File: src/rtl/spi_cmd_pkg.sv
package spi_cmd_pkg;
  localparam logic [3:0] OP_TX     = 4'd1;
  localparam logic [3:0] OP_RX     = 4'd2;
  localparam logic [3:0] OP_FD     = 4'd3;
  localparam logic [3:0] OP_CS_ON  = 4'd8;
  localparam logic [3:0] OP_CS_OFF = 4'd9;
  localparam logic [3:0] OP_CLK    = 4'd10;

  localparam logic [2:0] A_CMD   = 3'd0;
  localparam logic [2:0] A_WLEN  = 3'd1;
  localparam logic [2:0] A_TXLEN = 3'd2;
  localparam logic [2:0] A_RXLEN = 3'd3;
  localparam logic [2:0] A_CSSEL = 3'd4;
  localparam logic [2:0] A_DIV   = 3'd5;
  localparam logic [2:0] A_STAT  = 3'd6;
  localparam logic [2:0] A_TXWM  = 3'd7;

  localparam int OP_LSB   = 8;
  localparam int FRAG_BIT = 2;

  typedef enum logic [1:0] {S_IDLE, S_LOAD, S_LO, S_HI} st_e;
endpackage

File: src/rtl/spi_tx_fifo.sv
module spi_tx_fifo #(
  parameter int W     = 8,
  parameter int DEPTH = 4,
  localparam int AW   = $clog2(DEPTH),
  localparam int LW   = $clog2(DEPTH + 1)
) (
  input  logic          clk_i,
  input  logic          rst_ni,
  input  logic          push_i,
  input  logic [W-1:0]  data_i,
  input  logic          pop_i,
  output logic [W-1:0]  data_o,
  output logic          full_o,
  output logic          empty_o,
  output logic [LW-1:0] level_o
);
  logic [W-1:0]  mem_q [DEPTH];
  logic [AW-1:0] wptr_q, rptr_q;
  logic [LW-1:0] cnt_q;
  logic          push_ok, pop_ok;

  assign full_o  = cnt_q == LW'(DEPTH);
  assign empty_o = cnt_q == '0;
  assign push_ok = push_i && !full_o;
  assign pop_ok  = pop_i && !empty_o;
  assign data_o  = mem_q[rptr_q];
  assign level_o = cnt_q;

  always_ff @(posedge clk_i) begin
    if (push_ok) mem_q[wptr_q] <= data_i;
  end

  always_ff @(posedge clk_i or negedge rst_ni) begin
    if (!rst_ni) begin
      wptr_q <= '0;
      rptr_q <= '0;
      cnt_q  <= '0;
    end else begin
      if (push_ok) wptr_q <= wptr_q + 1'b1;
      if (pop_ok)  rptr_q <= rptr_q + 1'b1;
      cnt_q <= cnt_q + LW'(push_ok) - LW'(pop_ok);
    end
  end
endmodule

File: src/rtl/spi_phase_timer.sv
module spi_phase_timer #(
  parameter int DIV_W = 8
) (
  input  logic             clk_i,
  input  logic             rst_ni,
  input  logic             en_i,
  input  logic [DIV_W-1:0] div_i,
  output logic             tick_o
);
  logic [DIV_W-1:0] cnt_q, lim;

  // zero divider behaves as one
  assign lim    = (div_i == '0) ? '0 : div_i - 1'b1;
  assign tick_o = en_i && (cnt_q == lim);

  always_ff @(posedge clk_i or negedge rst_ni) begin
    if (!rst_ni)                cnt_q <= '0;
    else if (!en_i || tick_o)   cnt_q <= '0;
    else                        cnt_q <= cnt_q + 1'b1;
  end
endmodule

File: src/rtl/spi_cmd_engine.sv
module spi_cmd_engine
  import spi_cmd_pkg::*;
#(
  parameter int DATA_W     = 8,
  parameter int NUM_CS     = 2,
  parameter int FIFO_DEPTH = 4,
  parameter int LEN_W      = 24,
  parameter int DIV_W      = 8,
  parameter int WL_W       = 10
) (
  input  logic              clk_i,
  input  logic              rst_ni,
  input  logic              wr_en_i,
  input  logic [2:0]        wr_addr_i,
  input  logic [LEN_W-1:0]  wr_data_i,
  input  logic [DATA_W-1:0] tx_data_i,
  input  logic              tx_valid_i,
  output logic              tx_ready_o,
  output logic [DATA_W-1:0] rx_data_o,
  output logic              rx_valid_o,
  input  logic              rx_ready_i,
  output logic              sclk_o,
  output logic              mosi_o,
  input  logic              miso_i,
  output logic [NUM_CS-1:0] cs_n_o,
  output logic              busy_o,
  output logic              done_o,
  output logic              tx_wm_o
);
  localparam int BC_W  = $clog2(DATA_W);
  localparam int LVL_W = $clog2(FIFO_DEPTH + 1);
  localparam int CS_W  = (NUM_CS > 1) ? $clog2(NUM_CS) : 1;

  logic [WL_W-1:0]   wlen_q;
  logic [LEN_W-1:0]  txlen_q, rxlen_q, words_q, len_w;
  logic [CS_W-1:0]   cssel_q, cs_idx_q;
  logic [DIV_W-1:0]  div_q;
  logic [LVL_W-1:0]  wm_q, fifo_lvl;
  st_e               st_q;
  logic              do_tx_q, do_rx_q, drive_cs_q, frag_q, cs_act_q;
  logic              sclk_q, done_q, rxv_q;
  logic [BC_W:0]     bits_q, wbits;
  logic [BC_W-1:0]   bitc_q;
  logic [DATA_W-1:0] sh_q, rxsh_q, rx_q, wmask, fifo_dout;
  logic [WL_W:0]     wb_full;
  logic              fifo_full, fifo_empty, tick, ld_ok, accept, is_xfer;
  logic [3:0]        op_w;

  assign wb_full = {1'b0, wlen_q} + (WL_W+1)'(4);
  assign wbits   = (wb_full > (WL_W+1)'(DATA_W)) ? (BC_W+1)'(DATA_W) : wb_full[BC_W:0];
  assign wmask   = (DATA_W'(1) << bits_q) - 1'b1;

  assign op_w    = wr_data_i[OP_LSB+3:OP_LSB];
  assign accept  = wr_en_i && (wr_addr_i == A_CMD) && (st_q == S_IDLE);
  assign is_xfer = (op_w == OP_TX) || (op_w == OP_RX) || (op_w == OP_FD) || (op_w == OP_CLK);

  always_comb begin
    case (op_w)
      OP_RX:   len_w = rxlen_q;
      OP_FD:   len_w = (txlen_q < rxlen_q) ? txlen_q : rxlen_q;
      default: len_w = txlen_q;
    endcase
  end

  assign ld_ok = (!do_tx_q || !fifo_empty) && (!do_rx_q || !rxv_q);

  spi_tx_fifo #(.W(DATA_W), .DEPTH(FIFO_DEPTH)) u_fifo (
    .clk_i   (clk_i),
    .rst_ni  (rst_ni),
    .push_i  (tx_valid_i),
    .data_i  (tx_data_i),
    .pop_i   ((st_q == S_LOAD) && ld_ok && do_tx_q),
    .data_o  (fifo_dout),
    .full_o  (fifo_full),
    .empty_o (fifo_empty),
    .level_o (fifo_lvl)
  );

  spi_phase_timer #(.DIV_W(DIV_W)) u_timer (
    .clk_i  (clk_i),
    .rst_ni (rst_ni),
    .en_i   ((st_q == S_LO) || (st_q == S_HI)),
    .div_i  (div_q),
    .tick_o (tick)
  );

  always_ff @(posedge clk_i or negedge rst_ni) begin
    if (!rst_ni) begin
      wlen_q <= WL_W'(4);   txlen_q <= '0;  rxlen_q <= '0;
      cssel_q <= '0;        div_q <= DIV_W'(1);  wm_q <= LVL_W'(1);
      st_q <= S_IDLE;       words_q <= '0;  bits_q <= '0;  bitc_q <= '0;
      do_tx_q <= 1'b0;      do_rx_q <= 1'b0; drive_cs_q <= 1'b0; frag_q <= 1'b0;
      cs_act_q <= 1'b0;     cs_idx_q <= '0;
      sh_q <= '0;           rxsh_q <= '0;   rx_q <= '0;
      sclk_q <= 1'b0;       done_q <= 1'b0; rxv_q <= 1'b0;
    end else begin
      if (wr_en_i) begin
        case (wr_addr_i)
          A_WLEN:  wlen_q  <= wr_data_i[WL_W-1:0];
          A_TXLEN: txlen_q <= wr_data_i;
          A_RXLEN: rxlen_q <= wr_data_i;
          A_CSSEL: cssel_q <= wr_data_i[CS_W-1:0];
          A_DIV:   div_q   <= wr_data_i[DIV_W-1:0];
          A_TXWM:  wm_q    <= wr_data_i[LVL_W-1:0];
          A_STAT:  if (wr_data_i[0]) done_q <= 1'b0;
          default: ;
        endcase
      end
      if (rxv_q && rx_ready_i) rxv_q <= 1'b0;

      case (st_q)
        S_IDLE: if (accept) begin
          if (op_w == OP_CS_ON) begin
            cs_act_q <= 1'b1;
            cs_idx_q <= cssel_q;
            done_q   <= 1'b1;
          end else if (op_w == OP_CS_OFF) begin
            cs_act_q <= 1'b0;
            done_q   <= 1'b1;
          end else if (is_xfer) begin
            if (len_w == '0) done_q <= 1'b1;
            else begin
              st_q       <= S_LOAD;
              words_q    <= len_w;
              bits_q     <= wbits;
              frag_q     <= wr_data_i[FRAG_BIT];
              do_tx_q    <= (op_w == OP_TX) || (op_w == OP_FD);
              do_rx_q    <= (op_w == OP_RX) || (op_w == OP_FD);
              drive_cs_q <= op_w != OP_CLK;
              if (op_w != OP_CLK) begin
                cs_act_q <= 1'b1;
                cs_idx_q <= cssel_q;
              end
            end
          end
        end
        S_LOAD: if (ld_ok) begin
          sh_q   <= do_tx_q ? fifo_dout : '0;
          bitc_q <= BC_W'(bits_q - 1'b1);
          st_q   <= S_LO;
        end
        S_LO: if (tick) begin
          sclk_q <= 1'b1;
          rxsh_q <= {rxsh_q[DATA_W-2:0], miso_i};
          st_q   <= S_HI;
        end
        S_HI: if (tick) begin
          sclk_q <= 1'b0;
          st_q   <= S_LO;
          if (bitc_q == '0) begin
            if (do_rx_q) begin
              rx_q  <= rxsh_q & wmask;
              rxv_q <= 1'b1;
            end
            words_q <= words_q - 1'b1;
            if (words_q == LEN_W'(1)) begin
              st_q   <= S_IDLE;
              done_q <= 1'b1;
              if (drive_cs_q && !frag_q) cs_act_q <= 1'b0;
            end else begin
              st_q <= S_LOAD;
            end
          end else begin
            bitc_q <= bitc_q - 1'b1;
          end
        end
        default: st_q <= S_IDLE;
      endcase
    end
  end

  for (genvar i = 0; i < NUM_CS; i++) begin : g_cs
    assign cs_n_o[i] = !(cs_act_q && (cs_idx_q == CS_W'(i)));
  end

  assign mosi_o     = ((st_q == S_LO) || (st_q == S_HI)) ? sh_q[bitc_q] : 1'b0;
  assign sclk_o     = sclk_q;
  assign busy_o     = st_q != S_IDLE;
  assign done_o     = done_q;
  assign rx_data_o  = rx_q;
  assign rx_valid_o = rxv_q;
  assign tx_ready_o = !fifo_full;
  assign tx_wm_o    = fifo_lvl <= wm_q;
endmodule

File: config.mk
export PLATFORM = sky130hd
export DESIGN_NAME = spi_cmd_engine
export DESIGN_NICKNAME = d
export VERILOG_FILES = /design/src/rtl/spi_cmd_pkg.sv /design/src/rtl/spi_tx_fifo.sv /design/src/rtl/spi_phase_timer.sv /design/src/rtl/spi_cmd_engine.sv
export SDC_FILE = /design/constraint.sdc
export NUM_CORES = 1
export LEC_CHECK = 0
export ABC_CLOCK_PERIOD_IN_PS = 8800
export CAP_MARGIN = 20
export CORE_ASPECT_RATIO = 0.9
export CORE_MARGIN = 1
export CORE_UTILIZATION = 35
export CTS_BUF_LIST = sky130_fd_sc_hd__clkbuf_2
export CTS_CLUSTER_DIAMETER = 120
export DETAILED_ROUTE_END_ITERATION = 16
export GPL_TIMING_DRIVEN = 1
export SETUP_SLACK_MARGIN = 0.5
export SYNTH_ARGS = -nofsm -noshare
export SYNTH_HDL_FRONTEND = slang
export SYNTH_SLANG_ARGS = --single-unit
File: constraint.sdc
create_clock -name clk_i -period 8.8 [get_ports clk_i]
set_input_delay 1.76 -clock clk_i [delete_from_list [all_inputs] [get_ports clk_i]]
set_output_delay 1.76 -clock clk_i [all_outputs]
set_load 0.05 [all_outputs]
==> results.rst <==
.. list-table::
   :header-rows: 1

   * - Metric
     - Value
   * - Width of the die
     - 179.5 um
   * - Max frequency
     - 206.3 MHz
   * - Post-route minimum period
     - 4.846 ns
   * - Final wirelength
     - 23.01 mm
   * - Part of the total power dissipated in the clock network
     - 0.145
   * - Psw
     - 0.001238 W
   * - Number of sinks handled by clock tree synthesis
     - 183
   * - Worst hold margin
     - 0.5188 ns
   * - Violations in the final reports
     - design-rule violations
   * - Tightest Pin Transition
     - 0.9100 ns
   * - Kind of end point of the critical path
     - primary output
   * - Relative area change from synthesis to final layout
     - 11.65%
   * - Cell types with the largest area share after synthesis
     - sky130_fd_sc_hd__dfrtp_1, sky130_fd_sc_hd__mux2_2, sky130_fd_sc_hd__edfxtp_1
   * - Min-Delay Path Class
     - register to register
   * - Port Buffers
     - 57
   * - Total global routing overflow
     - 0
   * - Peak VDD IR
     - 219.7 uV
   * - Initial Utilization
     - 0.3553
   * - Grt met3 use
     - 0.03049
   * - Combinational group share of total power
     - 0.399
   * - RSZ-0062 raised after global routing
     - false
   * - Internal power
     - 0.001718 W
   * - Global routing usage summed across all routing layers
     - 0.1668
   * - Post-layout net count
     - 1043
   * - Largest net degree at the start of global routing
     - 82
   * - Number of flops mapped to enable cells by yosys
     - 32
   * - Class of the most critical setup path
     - register to primary output
   * - Routability congestion estimate
     - 0.8327
   * - Number of I/O pins
     - 58
   * - Die area
     - 29040 sq um
   * - Router iterations before antenna repair
     - 13
   * - Clk Tree Root Cell
     - sky130_fd_sc_hd__clkbuf_2
   * - Setup TNS
     - 0 ns
   * - Kind of launch point of the worst setup path
     - register
   * - Core Rows
     - 58
   * - Number of synthesized register bits
     - 183
   * - Headroom to the max-slew limit
     - 0.3934
   * - Async set-or-reset flop fraction in the synthesized netlist
     - 0.8251
   * - Fin Clk Skew
     - 0.04282 ns
   * - Met2 Use GR
     - 0.2798
   * - Htree depth
     - 4
   * - Count of antenna-violating nets left after detailed routing
     - 0
   * - Highest net fanout along the worst path
     - 61
   * - Syn Area/Cell
     - 10.87 sq um
   * - Hold-fix buffer count after cts
     - 0
   * - Maximum number of buffers from clock root to sink
     - 2
   * - Post-DP HPWL
     - 16.52 mm
   * - Power per Cell Area
     - 266.6 nW/um^2
   * - Vias in the first global route
     - 7141
   * - Peak-usage layer in the global routing report
     - met2
   * - Synthesized netlist net count
     - 999
   * - # diodes
     - 0
   * - Final clock period utilization by the worst path
     - 0.5507
   * - Antenna violations before repair
     - 0
   * - Number of design rule violations left after detail routing
     - 2
   * - Routed WL per cell
     - 17.30 um
   * - Leading area contributor after synthesis
     - sky130_fd_sc_hd__dfrtp_1
   * - Final max-slew violation count
     - 0
   * - Run status
     - finished, violations left
   * - Insertion delay of the later-clocked pin in the worst-skew pair
     - 0.81 ns
   * - Final Hold Viols
     - 0
   * - Num CTS Buffers
     - 17
   * - Number of vias per cell after detailed routing
     - 5.249
   * - Met1 track utilization from global routing
     - 0.2256
   * - Area of the core region
     - 27940 sq um
   * - Cell count after synthesis
     - 913
   * - Die Y-Extent
     - 161.8 um
   * - Sequential cell fraction of total power
     - 0.456
   * - Buffers inserted by post-CTS timing repair
     - 0
   * - Most common flop cell mapped by yosys
     - sky130_fd_sc_hd__dfrtp_1
   * - Data arrival time of the worst path
     - 3.09 ns
   * - CTS tree
     - built
   * - Number of resized instances in the post-cts repair step
     - 0
   * - Clock-pin slew on the worst setup and hold paths
     - 0.30 ns
   * - Setup violators final
     - 0
   * - MaxCap Viol Count
     - 0
   * - Leakage power summed over all cells
     - 4.699 nW
   * - Data required time of the critical path
     - 7.04 ns
   * - Vias
     - 6981
   * - 1st-iter DRT viols
     - 450
   * - Number of synthesis warnings
     - 0
   * - Library cells used by synthesis
     - 73
   * - Share of the synthesized area in the top cell type
     - 0.3731
   * - Ratio of cells with drive above 1 in the final layout
     - 0.1753
   * - Switching share of total power
     - 0.4188
   * - Post-synthesis cell area
     - 9927 sq um
   * - Share of the yosys chip area belonging to registers
     - 0.4778
   * - First-pass GRT wire length
     - 38.29 mm
==> synth_stat cells (19+ instances only) <==
cell	number
sky130_fd_sc_hd__nor2_1	44
sky130_fd_sc_hd__edfxtp_1	32
sky130_fd_sc_hd__clkbuf_1	32
sky130_fd_sc_hd__a21oi_1	34
sky130_fd_sc_hd__mux2_2	103
sky130_fd_sc_hd__dfrtp_1	148
sky130_fd_sc_hd__nor3_1	19
sky130_fd_sc_hd__o21ai_0	52
sky130_fd_sc_hd__nand2_1	79
sky130_fd_sc_hd__mux2i_1	24
sky130_fd_sc_hd__ha_1	44
sky130_fd_sc_hd__inv_1	62
==> routing by layer <==
layer	share of wire	vias to the layer above
met5	0	-
met4	0.0085	0
li1	-	3407
met3	0.038	12
met2	0.48	125
met1	0.47	3437
==> flip-flops by register name, summed over array words and instances, names as in the netlist, 4 cells and up <==
name and count:
wlen_q 10, u_fifo.mem_q 32, txlen_q 24, words_q 24, u_timer.cnt_q 8, div_q 8
rxsh_q 8, bits_q 4, rxlen_q 24, sh_q 8, rx_data_o 8
==> through the flow <==
step | area [sq um] | power [W] | utilization | std cells | setup slack (ns)
2_1_floorplan | 9927 | 0.002211 | - | 913 | 4.435
3_3_place_gp | 10840 | 0.002522 | 0.3880 | 1298 | 3.346
5_1_grt | 11080 | 0.003205 | 0.3967 | 1330 | 3.687
4_1_cts | 11080 | 0.002990 | 0.3967 | 1330 | 3.840
6_report | 11080 | 0.002955 | 0.3967 | 1330 | 3.954
3_5_place_dp | 10840 | 0.002553 | 0.3880 | 1298 | 3.258
==> area by class of cell <==
cell class,instances,area (sq um)
fill,2692,16860
sequential,183,4743
timing repair buffer,65,631.9
tap,360,450.4
multi-input combinational,628,4783
clock buffer,17,85.08
inverter,62,232.7
clock inverter,15,156.4
==> kinds of logic (layout without fill, tap and decap cells) <==
| group | count (synthesis) | in the layout | synth area share |
|---|---|---|---|
| fa+ha+maj | 45 | 45 | 0.05747 |
| simple gates | 257 | 257 | 0.1328 |
| compound gates | 168 | 168 | 0.1076 |
| xor+xnor | 19 | 19 | 0.01676 |
| buf+inv | 102 | 159 | 0.04147 |
| flops | 183 | 183 | 0.4778 |
| mux | 139 | 139 | 0.1660 |
==> power groups by stage <==
stage          Clock [W]  Combinational (W)  Sequential, W
2_1_floorplan          0           0.000948        0.00126
3_3_place_gp           0            0.00116        0.00136
3_5_place_dp           0            0.00119        0.00137
4_1_cts         0.000449            0.00119        0.00135
5_1_grt         0.000481            0.00133        0.00139
6_report        0.000429            0.00118        0.00135
==> placed cells by master (no fill, tap or decap), types with 4 or more instances in the layout <==
master,Yosys,final
sky130_fd_sc_hd__mux4_2,10,10
sky130_fd_sc_hd__nor2_1,44,43
sky130_fd_sc_hd__a211oi_1,5,5
sky130_fd_sc_hd__and3_1,14,14
sky130_fd_sc_hd__nand3_1,16,16
sky130_fd_sc_hd__o22ai_1,5,5
sky130_fd_sc_hd__nor4_1,18,18
sky130_fd_sc_hd__xnor2_1,9,9
sky130_fd_sc_hd__or3_1,10,10
sky130_fd_sc_hd__o21ai_0,52,52
sky130_fd_sc_hd__mux2_2,103,103
sky130_fd_sc_hd__a21oi_1,34,34
sky130_fd_sc_hd__nor3_1,19,19
sky130_fd_sc_hd__o21a_1,5,5
sky130_fd_sc_hd__o21ai_1,12,12
sky130_fd_sc_hd__o31ai_1,7,7
sky130_fd_sc_hd__inv_6,0,5
sky130_fd_sc_hd__clkdlybuf4s50_1,0,56
sky130_fd_sc_hd__nor2b_1,7,7
sky130_fd_sc_hd__nand2_1,79,79
sky130_fd_sc_hd__or4_1,5,5
sky130_fd_sc_hd__nand2b_1,9,9
sky130_fd_sc_hd__edfxtp_1,32,32
sky130_fd_sc_hd__a2bb2oi_1,9,9
sky130_fd_sc_hd__ha_1,44,43
sky130_fd_sc_hd__clkbuf_2,0,17
sky130_fd_sc_hd__clkinv_8,0,4
sky130_fd_sc_hd__o41ai_1,6,6
sky130_fd_sc_hd__inv_1,62,62
sky130_fd_sc_hd__nor4b_1,4,4
sky130_fd_sc_hd__mux2i_1,24,24
sky130_fd_sc_hd__nor3b_1,4,4
sky130_fd_sc_hd__xor2_1,10,10
sky130_fd_sc_hd__nand3b_1,5,5
sky130_fd_sc_hd__nand4_1,7,7
sky130_fd_sc_hd__a31oi_1,5,4
sky130_fd_sc_hd__buf_4,2,8
sky130_fd_sc_hd__dfrtp_1,148,148
==> final timing paths <==
path	start	to	slack, ns	cells past startpoint
min in group asynchronous	rst_ni	rxlen_q[10]$_DFFE_PN0P_	0.96	1
worst max register to register	rxlen_q[2]$_DFFE_PN0P_	frag_q$_DFFE_PN0P_	4.58	11
worst max-delay path	st_q[1]$_DFFE_PN0P_	mosi_o	3.95	5
worst min-delay path	sh_q[0]$_DFFE_PN0P_	sh_q[0]$_DFFE_PN0P_	0.52	2
worst min register to register	sh_q[0]$_DFFE_PN0P_	sh_q[0]$_DFFE_PN0P_	0.52	2
max in group asynchronous	rst_ni	wm_q[1]$_DFFE_PN0P_	6.43	2
==> worst max-delay path: stages, from the launching register on <==
cell,delay [ns]
sky130_fd_sc_hd__dfrtp_1,0.50
sky130_fd_sc_hd__ha_2,0.19
sky130_fd_sc_hd__buf_4,0.46
sky130_fd_sc_hd__nor2_1,0.15
sky130_fd_sc_hd__nor2_1,0.14
sky130_fd_sc_hd__clkdlybuf4s50_1,0.84
Note: power is estimated with default switching activity, not from simulation.
